**src/rtl/cswd_pkg.sv**
```systemverilog
package cswd_pkg;
  localparam int unsigned REG_W        = 32;
  localparam int unsigned SPAN_W       = REG_W + 1;
  localparam int unsigned FLD_W        = 8;
  localparam int unsigned COARSE_SHIFT = 23;
  localparam int unsigned FINE_SHIFT   = 20;
  localparam int unsigned COARSE_LO    = 16;
  localparam int unsigned COARSE_HI    = 24;
  localparam int unsigned FINE_LO      = 4;
  localparam int unsigned FINE_HI      = 20;
  localparam int unsigned COARSE_MIN_SHIFT = 23;
  localparam int unsigned FINE_MIN_SHIFT   = 21;

  typedef struct packed {
    logic              en;
    logic [SPAN_W-1:0] lo;
    logic [SPAN_W-1:0] hi;
  } span_t;
endpackage

```
**src/rtl/cswd_seg_unpack.sv**
```systemverilog
module cswd_seg_unpack
  import cswd_pkg::*;
#(
  parameter bit FINE = 1'b1
) (
  input  logic [REG_W-1:0] seg,
  output span_t            span
);
  generate
    if (FINE) begin : g_fine
      logic [SPAN_W-1:0] lo, hi;
      always_comb begin
        lo = SPAN_W'(seg[FINE_LO +: FLD_W]) << FINE_SHIFT;
        hi = (SPAN_W'(seg[FINE_HI +: FLD_W]) << FINE_SHIFT) + (SPAN_W'(1) << FINE_SHIFT);
        span.lo = lo;
        span.hi = hi;
        span.en = (seg != '0) && (hi > lo);
      end
    end else begin : g_coarse
      logic [SPAN_W-1:0] lo, hi;
      logic unused_low;
      assign unused_low = ^seg[COARSE_LO-1:0];
      always_comb begin
        lo = SPAN_W'(seg[COARSE_LO +: FLD_W]) << COARSE_SHIFT;
        hi = SPAN_W'(seg[COARSE_HI +: FLD_W]) << COARSE_SHIFT;
        span.lo = lo;
        span.hi = hi;
        span.en = hi > lo;
      end
    end
  endgenerate
endmodule

```
**src/rtl/cswd_cfg_check.sv**
```systemverilog
module cswd_cfg_check
  import cswd_pkg::*;
#(
  parameter int unsigned     NUM_CS   = 5,
  parameter bit              FINE     = 1'b1,
  parameter logic [REG_W-1:0] APT_SIZE = 32'h1000_0000
) (
  input  span_t [NUM_CS-1:0] spans,
  output logic               overlap_err,
  output logic               size_err,
  output logic               range_err,
  output logic               min_err
);
  localparam int unsigned SUM_W = SPAN_W + $clog2(NUM_CS + 1);
  localparam logic [SPAN_W-1:0] MIN_SZ =
    SPAN_W'(1) << (FINE ? FINE_MIN_SHIFT : COARSE_MIN_SHIFT);

  logic [NUM_CS-1:0][SPAN_W-1:0] sz;
  logic [SUM_W-1:0]              sum;

  generate
    for (genvar g = 0; g < NUM_CS; g++) begin : g_sz
      assign sz[g] = spans[g].en ? (spans[g].hi - spans[g].lo) : '0;
    end
  endgenerate

  always_comb begin
    sum       = '0;
    range_err = 1'b0;
    min_err   = 1'b0;
    for (int i = 0; i < NUM_CS; i++) begin
      sum = sum + SUM_W'(sz[i]);
      if (spans[i].en && (spans[i].hi > SPAN_W'(APT_SIZE))) range_err = 1'b1;
      if (FINE) begin
        if (spans[i].en && (sz[i] < MIN_SZ)) min_err = 1'b1;
      end else begin
        if (sz[i] < MIN_SZ) min_err = 1'b1;
      end
    end
    size_err = sum > SUM_W'(APT_SIZE);
  end

  always_comb begin
    overlap_err = 1'b0;
    for (int i = 1; i < NUM_CS; i++) begin
      if (spans[i].en && spans[i-1].en && (spans[i].lo < spans[i-1].hi))
        overlap_err = 1'b1;
    end
  end
endmodule

```
**src/rtl/cswd_hit_select.sv**
```systemverilog
module cswd_hit_select
  import cswd_pkg::*;
#(
  parameter int unsigned NUM_CS = 5
) (
  input  span_t [NUM_CS-1:0] spans,
  input  logic               in_apt,
  input  logic [SPAN_W-1:0]  rel,
  output logic [NUM_CS-1:0]  cs_onehot,
  output logic [SPAN_W-1:0]  ofs,
  output logic               miss
);
  logic [NUM_CS-1:0] hit;

  generate
    for (genvar g = 0; g < NUM_CS; g++) begin : g_hit
      assign hit[g] = in_apt && spans[g].en && (rel >= spans[g].lo) && (rel < spans[g].hi);
    end
  endgenerate

  always_comb begin
    cs_onehot = '0;
    ofs       = '0;
    for (int i = NUM_CS - 1; i >= 0; i--) begin
      if (hit[i]) begin
        cs_onehot    = '0;
        cs_onehot[i] = 1'b1;
        ofs          = rel - spans[i].lo;
      end
    end
    miss = ~|hit;
  end
endmodule

```
**src/rtl/cs_window_decoder.sv**
```systemverilog
module cs_window_decoder
  import cswd_pkg::*;
#(
  parameter int unsigned      NUM_CS   = 5,
  parameter bit               FINE     = 1'b1,
  parameter logic [REG_W-1:0] APT_BASE = 32'h2000_0000,
  parameter logic [REG_W-1:0] APT_SIZE = 32'h1000_0000,
  localparam int unsigned     IDX_W    = $clog2(NUM_CS + 1)
) (
  input  logic              clk,
  input  logic              rst_n,
  input  logic              wr_en,
  input  logic [IDX_W-1:0]  wr_idx,
  input  logic [REG_W-1:0]  wr_data,
  input  logic              lookup_vld,
  input  logic [REG_W-1:0]  lookup_addr,
  output logic              res_vld,
  output logic [NUM_CS-1:0] res_cs,
  output logic [REG_W-1:0]  res_ofs,
  output logic              res_miss,
  output logic              overlap_err,
  output logic              size_err,
  output logic              range_err,
  output logic              min_err
);
  // reset: asserted at once, released after two clock edges
  logic [1:0] rst_pipe_q;
  logic       rst_sync_n;
  always_ff @(posedge clk or negedge rst_n) begin
    if (!rst_n) rst_pipe_q <= '0;
    else        rst_pipe_q <= {rst_pipe_q[0], 1'b1};
  end
  assign rst_sync_n = rst_pipe_q[1];

  // segment registers
  logic [NUM_CS-1:0][REG_W-1:0] seg_q, seg_d;
  logic                         seg_ce;

  always_comb begin
    seg_ce = wr_en && (int'(wr_idx) < NUM_CS);
    seg_d  = seg_q;
    if (seg_ce) seg_d[wr_idx] = wr_data;
  end

  always_ff @(posedge clk or negedge rst_sync_n) begin
    if (!rst_sync_n)  seg_q <= '0;
    else if (seg_ce)  seg_q <= seg_d;
  end

  // unpack every register into a window
  span_t [NUM_CS-1:0] spans;
  generate
    for (genvar g = 0; g < NUM_CS; g++) begin : g_seg
      cswd_seg_unpack #(.FINE(FINE)) u_unpack (
        .seg  (seg_q[g]),
        .span (spans[g])
      );
    end
  endgenerate

  cswd_cfg_check #(.NUM_CS(NUM_CS), .FINE(FINE), .APT_SIZE(APT_SIZE)) u_cfg (
    .spans       (spans),
    .overlap_err (overlap_err),
    .size_err    (size_err),
    .range_err   (range_err),
    .min_err     (min_err)
  );

  // lookup
  logic              in_apt;
  logic [SPAN_W-1:0] rel;
  logic [NUM_CS-1:0] sel_cs;
  logic [SPAN_W-1:0] sel_ofs;
  logic              sel_miss;
  logic              unused_ofs_msb;

  assign in_apt = lookup_addr >= APT_BASE;
  assign rel    = SPAN_W'(lookup_addr) - SPAN_W'(APT_BASE);
  assign unused_ofs_msb = sel_ofs[SPAN_W-1];

  cswd_hit_select #(.NUM_CS(NUM_CS)) u_sel (
    .spans     (spans),
    .in_apt    (in_apt),
    .rel       (rel),
    .cs_onehot (sel_cs),
    .ofs       (sel_ofs),
    .miss      (sel_miss)
  );

  logic              vld_q, vld_d;
  logic [NUM_CS-1:0] cs_q, cs_d;
  logic [REG_W-1:0]  ofs_q, ofs_d;
  logic              miss_q, miss_d;

  always_comb begin
    vld_d  = lookup_vld;
    cs_d   = sel_cs;
    ofs_d  = sel_ofs[REG_W-1:0];
    miss_d = sel_miss;
  end

  always_ff @(posedge clk or negedge rst_sync_n) begin
    if (!rst_sync_n) begin
      vld_q  <= 1'b0;
      cs_q   <= '0;
      ofs_q  <= '0;
      miss_q <= 1'b0;
    end else begin
      vld_q <= vld_d;
      if (lookup_vld) begin
        cs_q   <= cs_d;
        ofs_q  <= ofs_d;
        miss_q <= miss_d;
      end
    end
  end

  assign res_vld  = vld_q;
  assign res_cs   = cs_q;
  assign res_ofs  = ofs_q;
  assign res_miss = miss_q;
endmodule

```
**config.mk**
```make
export PLATFORM = sky130hd
export DESIGN_NAME = cs_window_decoder
export DESIGN_NICKNAME = d
export VERILOG_FILES = /design/src/rtl/cswd_pkg.sv /design/src/rtl/cswd_seg_unpack.sv /design/src/rtl/cswd_cfg_check.sv /design/src/rtl/cswd_hit_select.sv /design/src/rtl/cs_window_decoder.sv
export SDC_FILE = /design/constraint.sdc
export NUM_CORES = 1
export LEC_CHECK = 0
export BUFFER_PORTS_ARGS = -buffer_cell sky130_fd_sc_hd__buf_2
export CAP_MARGIN = 30
export CORE_UTILIZATION = 55
export CTS_CLUSTER_SIZE = 25
export DETAILED_ROUTE_END_ITERATION = 8
export PLACE_DENSITY = 0.74
export SYNTH_ARGS = -nofsm -noshare
export SYNTH_HDL_FRONTEND = slang
export SYNTH_SLANG_ARGS = --single-unit
```
**constraint.sdc**
```tcl
create_clock -name clk -period 8.77 [get_ports clk]
set_clock_uncertainty 0.15 [all_clocks]
set_input_delay 1.754 -clock clk [delete_from_list [all_inputs] [get_ports clk]]
set_output_delay 1.754 -clock clk [all_outputs]
set_load 0.005 [all_outputs]
```
**Yosys cells after proc, flatten, opt, wreduce, memory -nomap -nowiden**

Cells that the tools add are included.

- $add $sub $neg: 20
- Order comparisons: 34
- Reductions and logical operators: 47
- Multiplexer cells: 32

Operator list:

| kind | count |
|---|---|
| 32-bit two-way mux | 6 |
| 33-bit by 28-bit >= comparator with 1-bit output | 5 |
| 33-bit by 22-bit less-than comparator with 1-bit output (second input constant) | 5 |
| 33-bit by 29-bit less-than comparator with 1-bit output | 5 |
| 33-bit two-way mux | 5 |
| 160-bit bitwise mux | 1 |
| 32-bit nonzero test | 5 |
| 32-bit by 28-bit subtractor with 32-bit output | 5 |
| 29-bit by 28-bit subtractor with 30-bit output | 5 |
| 28-bit by 21-bit adder with 29-bit output (second input constant) | 5 |
| 29-bit by 28-bit greater-than comparator with 1-bit output | 5 |
| 29-bit greater-than comparator (second input constant) | 5 |
| 28-bit by 29-bit less-than comparator with 1-bit output | 4 |
| 36-bit by 33-bit adder with 36-bit output | 3 |
| 32-bit demux with 3-bit select | 1 |
| 1-bit logical AND | 40 |
| 36-bit by 29-bit greater-than comparator with 1-bit output (second input constant) | 1 |
| 33-bit by 33-bit adder with 34-bit output | 1 |
| 32-bit by 30-bit subtractor with 33-bit output (second input constant) | 1 |
| 32-bit by 30-bit >= comparator with 1-bit output (second input constant) | 1 |
| 5-bit two-way mux | 5 |
| 1-bit two-way mux | 14 |
| 5-bit OR reduction | 1 |
| 3-bit by 4-bit less-than comparator with 1-bit output (second input constant) | 1 |
| 3 further kinds | 3 |

- Logic and storage cells: 143
- Flip-flop bits (word level): 201

**Logic depth before layout (Yosys ltp)**

Gate-level depths: netlist of the first run.

- Depth in word-level cells: 11
- Depth in mapped cells: 31
- Gate-level depth less buffers: 30

**Modules after synthesis**

A second synthesis of the first run with hierarchy kept.

- Cells, all modules: 5,789
- Area total of the unflattened synthesis: 44,383.8 um^2

By module, submodules not included:

| module | cells an instance | area each (um^2) | instances |
|---|---|---|---|
| cswd_cfg_check | 2,608 | 17,967.2 | 1 |
| cswd_hit_select | 2,171 | 14,600.3 | 1 |
| cs_window_decoder | 445 | 7,556.0 | 1 |
| cswd_seg_unpack | 113 | 852.1 | 5 |

**Worst setup path before layout of the first run**

OpenSTA, ideal clock, no wires.

- Path type: register to output
- From: register seg_q[24] (netlist bit)
- To: output size_err
- Arrival: 5.943 ns
- Cell stages (with the launch flop): 30
- Slack: 0.923 ns
- Path through: dfrtp_1 -> and3_1 -> and3_1 -> nand3_1 -> xor2_1 -> inv_1 -> ha_1 -> nand4_1 -> or2_2 -> a21oi_1 -> clkbuf_1 -> nor2_1 -> ha_1 -> a21o_1 -> a21oi_1 -> o21bai_1 -> a21oi_1 -> o21bai_1 -> a21oi_1 -> o21bai_1 -> a21oi_1 -> xnor2_1 -> fa_1 -> inv_1 -> fa_1 -> inv_1 -> ha_1 -> nor4_1 -> and3_1 -> nand3_1

- Longest elaborated chain between the ends: 9
- Elaborated cells on any way between the ends: 11
- Classes of those cells: add/sub: 6; order compare: 2; mux: 1; reduce/logical: 2

RTL lines:

| element | line | text |
|---|---|---|
| start, declared | cs_window_decoder.sv:36 | `logic [NUM_CS-1:0][REG_W-1:0] seg_q, seg_d;` |
| start signal, assigned | cs_window_decoder.sv:47 | `else if (seg_ce) seg_q <= seg_d;` |
| 28-bit by 21-bit adder with 29-bit output | cswd_seg_unpack.sv:14 | `hi = (SPAN_W'(seg[FINE_HI +: FLD_W]) << FINE_SHIFT) + (SPAN_W'(1) << FINE_SHIFT);` |
| 29-bit by 28-bit greater-than comparator with 1-bit output | cswd_seg_unpack.sv:17 | `span.en = (seg != '0) && (hi > lo);` |
| 1-bit logical AND | cswd_seg_unpack.sv:17 |  |
| 33-bit two-way mux * | cswd_cfg_check.sv:23 | `assign sz[g] = spans[g].en ? (spans[g].hi - spans[g].lo) : '0;` |
| 33-bit by 33-bit adder with 34-bit output * | cswd_cfg_check.sv:32 | `sum = sum + SUM_W'(sz[i]);` |
| 36-bit by 33-bit adder with 36-bit output * (3 in a row) | cswd_cfg_check.sv:32 |  |
| 36-bit by 29-bit greater-than comparator with 1-bit output * | cswd_cfg_check.sv:40 | `size_err = sum > SUM_W'(APT_SIZE);` |
| end, declared | cs_window_decoder.sv:22 | `output logic size_err,` |

Every way passes the cells marked *; elsewhere a longest branch is shown, timed or not.

**Worst setup path after layout of the first run**

- From: register seg_q[52] (netlist bit)
- To: output size_err

Same word-level chain as after synthesis.

==> metrics.md, run 1 <==
| Metric | Value |
|---|---|
| Status | complete, no violations |
| Sequential area share after synthesis | 31.2% |
| Site row count | between 60 and 70 |
| Post-DR vias/cell | just over 6 |
| H-Tree Depth | 1 |
| Maximum vdd drop | between 0.3 and 0.4 mV |
| Die width | ~170 um |
| Sequential share of power | between 10% and 20% |
| Routability cong. | ~0.96 |
| WP data required | just under 7000 ps |
| Measured slew at the worst slew-check pin | roughly 1200 ps |
| Most frequent cells in the layout | dfrtp_1, ha_1, inv_1 |
| CTS sink cnt | between 200 and 250 |
| I/O pin cnt | between 100 and 150 |
| # nets final | about 2100 |
| Logic pwr share | around two thirds |
| Power Internal | roughly 3500 uW |
| Grt total ovfl | 0 |
| Critical path arrival | roughly 6700 ps |
| Power Density | around 350 nW/um^2 |
| Post-synth top area share | 31.2% |
| Maxcap violations | 0 |
| Die area | between 30000 and 40000 um^2 |
| Wire per inst | about 22 um |
| Crit Path Class | reg -> out |
| Syn nets | 1993 |
| GRT Total Usage | between 30% and 40% |
| HPWL after DPL | 38000 um |
| Fin. max-slew vios | 0 |
| Synth area leader | dfrtp_1 |
| Worst skew pair latency | about 540 ps |
| Synth Register Bits | roughly 200 |
| Commonest non-fill, non-tap cell in the layout | dfrtp_1 |
| Area delta synth->final | 14.8% |
| Slew headroom | between 20 and 25% |
| Detailed Route WL | between 40000 and 50000 um |
| Initial DRC count | just under 1000 |
| Dominant synthesized flop cell | dfrtp_1 |
| Leak pwr | between 0.008 and 0.009 uW |
| CTS tree | yes |
| DRC | 0 |
| Slowest CP cell | fa_1 |
| Vias after detailed routing | approximately 14000 |
| Hold buffer count at cts | 0 |
| Sw frac | a little under half |
| Netlist cell types | between 80 and 90 |
| Synth Instances | approximately 1700 |
| Core footprint | ~29000 um^2 |
| Max incr delay on CP | 550 ps |
| Vias in the first global route | between 10000 and 15000 |
| Hold Fails Final Rpt | 0 |
| Largest net degree at the start of global routing | a little over 70 |
| Synth top area cells | dfrtp_1, ha_1, mux2_2 |
| Clock buffers created by TritonCTS | 22 |
| HP Class | reg -> reg |
| # port buffers | between 100 and 150 |
| # setup viols final | 0 |
| EDFF count, synth | 0 |
| Syn avg cell area | ~9.5 um^2 |
| Clk buf depth | 3 |
| CP startpoint kind | flip-flop |
| Clk slew on worst S/H paths | approximately 70 ps |
| Crit Path Max Fanout | 7 |
| Fillers | between 2000 and 2500 |
| Height of the chip | 173 um |
| FFs w/ async S/R, synth | between 90% and 100% |
| CP most frequent cell | a21oi_2 |
| Number of iterations in the first detailed-routing pass | 8 |
| FMAX | 116 MHz |
| Synth warn | 0 |
| CTS root buf | clkbuf_16 |
| Clock power share | approximately 15% |
| P_sw | about 3000 uW |
| Tmin final | 8590 ps |
| First-pass GRT wire length | approximately 76000 um |
| Share of layout cells above drive strength 1 | between 20% and 30% |
| Fin crit share | a little over nine tenths |
| Initial antenna violation count | 1 |
| Inst Count DP | 2169 |
| Initial Utilization | ~56% |
| Antenna-violating nets left | 0 |
| Diodes inserted | 0 |
| Fin Hold WS | a little over 200 ps |
| Pwr Total | 6480 uW |
| Post-Synthesis Cell Area | between 15000 and 20000 um^2 |
| Non-Filler Instances | ~2200 |
| Crit end category | output pin |
[area by class of cell]
class / count / area, um^2 / area share (%)
multi-input cells: 1281 / 10600 / 57.4
flip-flops and latches: 201 / 5040 / 27.2
repair buffers: 162 / 941 / 5.08
inverters: 171 / 642 / 3.47
clock buffers: 27 / 599 / 3.24
well taps: 384 / 480 / 2.59
clock inverters: 13 / 178 / 0.959
[cell families (layout without fill, tap and decap cells)]
| family | Yosys count | after routing | synth area share, % |
|---|---|---|---|
| AO/OA/AOI/OAI | 384 | 384 | 15.9 |
| XOR/XNOR | 100 | 100 | 5.43 |
| adder cells (fa/ha/maj) | 225 | 225 | 19.2 |
| buffers and inverters | 215 | 373 | 5.12 |
| flip-flops | 201 | 201 | 31.2 |
| multiplexers | 126 | 126 | 8.79 |
| other | 1 | 1 | 0.0232 |
| AND/OR/NAND/NOR | 445 | 445 | 14.4 |
[flip-flops by register name, indices dropped and copies added (netlist names)]
register and flops:
rst_pipe_q 2, res_cs 5, res_ofs 32, seg_q 160, res_vld 1, res_miss 1
[per-layer routing]
metal | GRT usage, % | wire [um] | up-vias
met5 | 0 | 10 | -
met3 | 5.00 | 3270 | 158
li1 | - | - | 6414
met4 | 16.5 | 2760 | 2
met2 | 53.9 | 23100 | 558
met1 | 41.4 | 20500 | 6771
[power by group through the flow]
stage / Clock [uW] / Sequential, uW / Combinational [uW]
after floorplan: 0 / 1240 / 2930
after global placement: 0 / 1280 / 3740
after detailed placement: 0 / 1300 / 3870
after CTS: 998 / 1280 / 3920
after global routing: 1030 / 1310 / 4750
final: 986 / 1290 / 4200
[worst max-delay path, delay by kind of cell (launching register included)]
kind / cells / cell delay, ps
compound gates: 9 / 1570
xor+xnor: 2 / 360
fa+ha+maj: 6 / 2270
simple gates: 7 / 990
flops: 1 / 450
buf+inv: 5 / 500
[worst paths after layout]
path                                from             to  slack (ps)  depth (start not counted)
max                            seg_q[52]       size_err         180                         29
min                        rst_pipe_q[0]  rst_pipe_q[1]         200                          0
max reg2reg                   seg_q[116]    res_ofs[26]        3670                         13
min reg2reg                rst_pipe_q[0]  rst_pipe_q[1]         200                          0
max in group asynchronous  rst_pipe_q[1]    res_ofs[20]        6730                          1
min in group asynchronous  rst_pipe_q[1]      seg_q[33]         310                          0
[metrics by stage]
stage	setup WS [ps]	instance area, um^2	TNS (ps)	util, %
after global placement	441	17200	0	59.6
after global routing	-171	18500	-171	64.3
after floorplan	923	16100	0	-
after CTS	11.4	18000	0	62.5
after detailed placement	115	17200	0	59.6
final	175	18500	0	64.3
[what timing repair did]
item	in CTS	in global routing
endpoints found under the setup margin	1	1
resized for setup	13	59
buffers inserted	0	30
pin swaps	1	22
[cells in the mapped netlist, drive strengths merged, types with 31 or more instances]
master and number:
clkbuf 36, nand3 34, xnor2 56, nor4 45
dfrtp 201, nor3 35, nor2b 31, a21oi 85
nand4 40, mux2 125, nor2 86, a21o 37
ha 188, fa 37, o21ai 107, inv 170
xor2 44, nand2 101
Power figures use the tool's default switching activity.
==> run 2, diff against run 1 <==
--- a/constraint.sdc
+++ b/constraint.sdc
@@ -3,3 +3,3 @@
 set_input_delay 1.754 -clock clk [delete_from_list [all_inputs] [get_ports clk]]
 set_output_delay 1.754 -clock clk [all_outputs]
-set_load 0.005 [all_outputs]
+set_load 0.05 [all_outputs]
==> run 2 against run 1 <==
Combinational power is essentially flat. Sequential cell count is the same. Register-to-register slack gained 250 ps. Sequential power is essentially flat. Worst hold slack lost 3.7 ps. Critical path depth grew 2. Final cell count shrank 0.40%. Non-clock buffer count shrank 7. Die area is the same. Clock power shrank 5.0%. Routed wire length shrank 0.94%. Core utilization shrank 0.72 points. Largest power group unchanged.
==> metrics.md, run 2 (same netlist as run 1, synthesis figures left out) <==
| Metric | Value |
|---|---|
| Status | complete, no violations (unchanged) |
| # port buffers | 113 (unchanged) |
| CP bufs+invs | 5 (unchanged) |
| Initial Utilization | 56.1% (unchanged) |
| Clk buf depth | 3 (unchanged) |
| Slowest CP cell | fa_1 (unchanged) |
| Clock buffers created by TritonCTS | 21 (was 22) |
| Fin crit share | 98.2% (was 98.0%) |
| Non-Filler Instances | 2230 (was 2239) |
| Power Density | 349 nW/um^2 (was 350 nW/um^2) |
| CTS sink cnt | 201 (unchanged) |
| Post-DR vias/cell | 6.22 (was 6.21) |
| HPWL after DPL | 38100 um (was 38000 um) |
| Largest net degree at the start of global routing | 74 (was 72) |
| Initial DRC count | 973 (was 982) |
| Clk slew on worst S/H paths | 70 ps (about the same) |
| Setup TNS | 0 ps (unchanged) |
| Inst Count DP | 2171 (was 2169) |
| Max reg flops | 160 (unchanged) |
| Fin. max-slew vios | 0 (unchanged) |
| Area delta synth->final | 13.5% (was 14.8%) |
| Vias in the first global route | 13500 (was 13800) |
| Crit Path Class | reg -> out (unchanged) |
| FMAX | 116 MHz (about the same) |
| Height of the chip | 173 um (unchanged) |
| Vias after detailed routing | 13900 (about the same) |
| Crit end category | output pin (unchanged) |
| Hold Fails Final Rpt | 0 (unchanged) |
| Detailed Route WL | 49100 um (was 49600 um) |
| Number of iterations in the first detailed-routing pass | 6 (was 8) |
| Tmin final | 8620 ps (was 8590 ps) |
| Critical path arrival | 6710 ps (was 6690 ps) |
| # setup viols final | 0 (unchanged) |
| H-Tree Depth | 1 (unchanged) |
| Maximum vdd drop | 0.326 mV (was 0.329 mV) |
| Register area | 5040 um^2 (about the same) |
| Biggest register | seg_q (unchanged) |
| Share of layout cells above drive strength 1 | 20.9% (was 22.4%) |
| Core footprint | 28800 um^2 (unchanged) |
| Initial antenna violation count | 0 (was 1) |
| CP startpoint kind | flip-flop (unchanged) |
| Worst skew pair latency | 510 ps (was 540 ps) |
| Antenna-violating nets left | 0 (unchanged) |
| Post-layout worst setup margin | 154 ps (was 175 ps) |
| Crit Path Max Fanout | 5 (was 7) |
| Site row count | 62 (unchanged) |
| CTS root buf | clkbuf_16 (unchanged) |
| CP most frequent cell | a21oi_2 (unchanged) |
| WP data required | 6870 ps (about the same) |
| GRT Total Usage | 32.3% (was 32.6%) |
| Slew headroom | 35.3% (was 20.2%) |
| Die width | 173 um (unchanged) |
| Commonest non-fill, non-tap cell in the layout | dfrtp_1 (unchanged) |
| I/O pin cnt | 114 (unchanged) |
| Maxcap violations | 0 (unchanged) |
| First-pass GRT wire length | 75500 um (was 75900 um) |
| Wire per inst | 22.0 um (was 22.2 um) |
| DRC | 0 (unchanged) |
| Routability cong. | 0.968 (was 0.956) |
| # nets final | 2127 (was 2135) |
| Leak pwr | 0.00859 uW (was 0.00865 uW) |
| CTS tree | yes (unchanged) |
| Grt total ovfl | 0 (unchanged) |
| Fillers | 2371 (was 2333) |
| Measured slew at the worst slew-check pin | 965 ps (was 1170 ps) |
| Die area | 30000 um^2 (unchanged) |
| Pre-CTS WS | 275 ps (was 115 ps) |
| Top delay family on crit path | adder cells (unchanged) |
| HP Class | reg -> reg (unchanged) |
| Max incr delay on CP | 540 ps (was 550 ps) |
| Area of the multi-input gates | 10500 um^2 (was 10600 um^2) |
| Most frequent cells in the layout | dfrtp_1, ha_1, inv_1 (unchanged) |
==> run 2: through the flow <==
step,power [uW],utilization [%],hold slack (ps),cell area [um^2]
final,6400,63.6,200,18300
after global routing,6970,63.6,206,18300
after CTS,6220,62.3,203,17900
after detailed placement,5250,59.7,189,17200
after global placement,5140,59.7,186,17200
after floorplan,4270,-,181,16100
==> run 2: layout make-up <==
type	instances	area share, %
Tap cell	384	2.62
Antenna cell	2	0.0273
Clock inverter	9	0.813
Sequential cell	201	27.5
Timing Repair Buffer	155	4.95
Inverter	171	3.51
Multi-Input combinational cell	1281	57.5
Clock buffer	27	3.05
==> run 2: metal layers <==
metal	GRT usage (%)	wire length, um
met1	41.6	20400
met2	52.6	22700
met3	4.54	3250
met4	17.6	2710
met5	0	0
==> run 2: path summary, 6_finish.rpt <==
check / startpoint / to / slack [ps] / cells after the start
setup reg to reg: seg_q[150] / res_ofs[25] / 3920 / 13
min in group asynchronous: rst_pipe_q[1] / seg_q[33] / 240 / 0
setup / recovery: seg_q[23] / size_err / 150 / 31
hold reg to reg: rst_pipe_q[0] / rst_pipe_q[1] / 200 / 0
max in group asynchronous: rst_pipe_q[1] / seg_q[54] / 6830 / 1
hold / removal: rst_pipe_q[0] / rst_pipe_q[1] / 200 / 0
==> run 2: repair_timing <==
action,CTS,global route
pin swaps,0,18
endpoints found under the setup margin,1,1
gates resized for setup,10,48
buffers inserted,0,20
hold buffers,0,0
==> run 2: report_power, final <==
group / leakage (uW) / internal (uW) / total [uW] / switching, uW
sequential: 0.00247 / 1110 / 1290 / 181
combinational: 0.00577 / 1780 / 4170 / 2390
clock: 0.000349 / 567 / 937 / 371
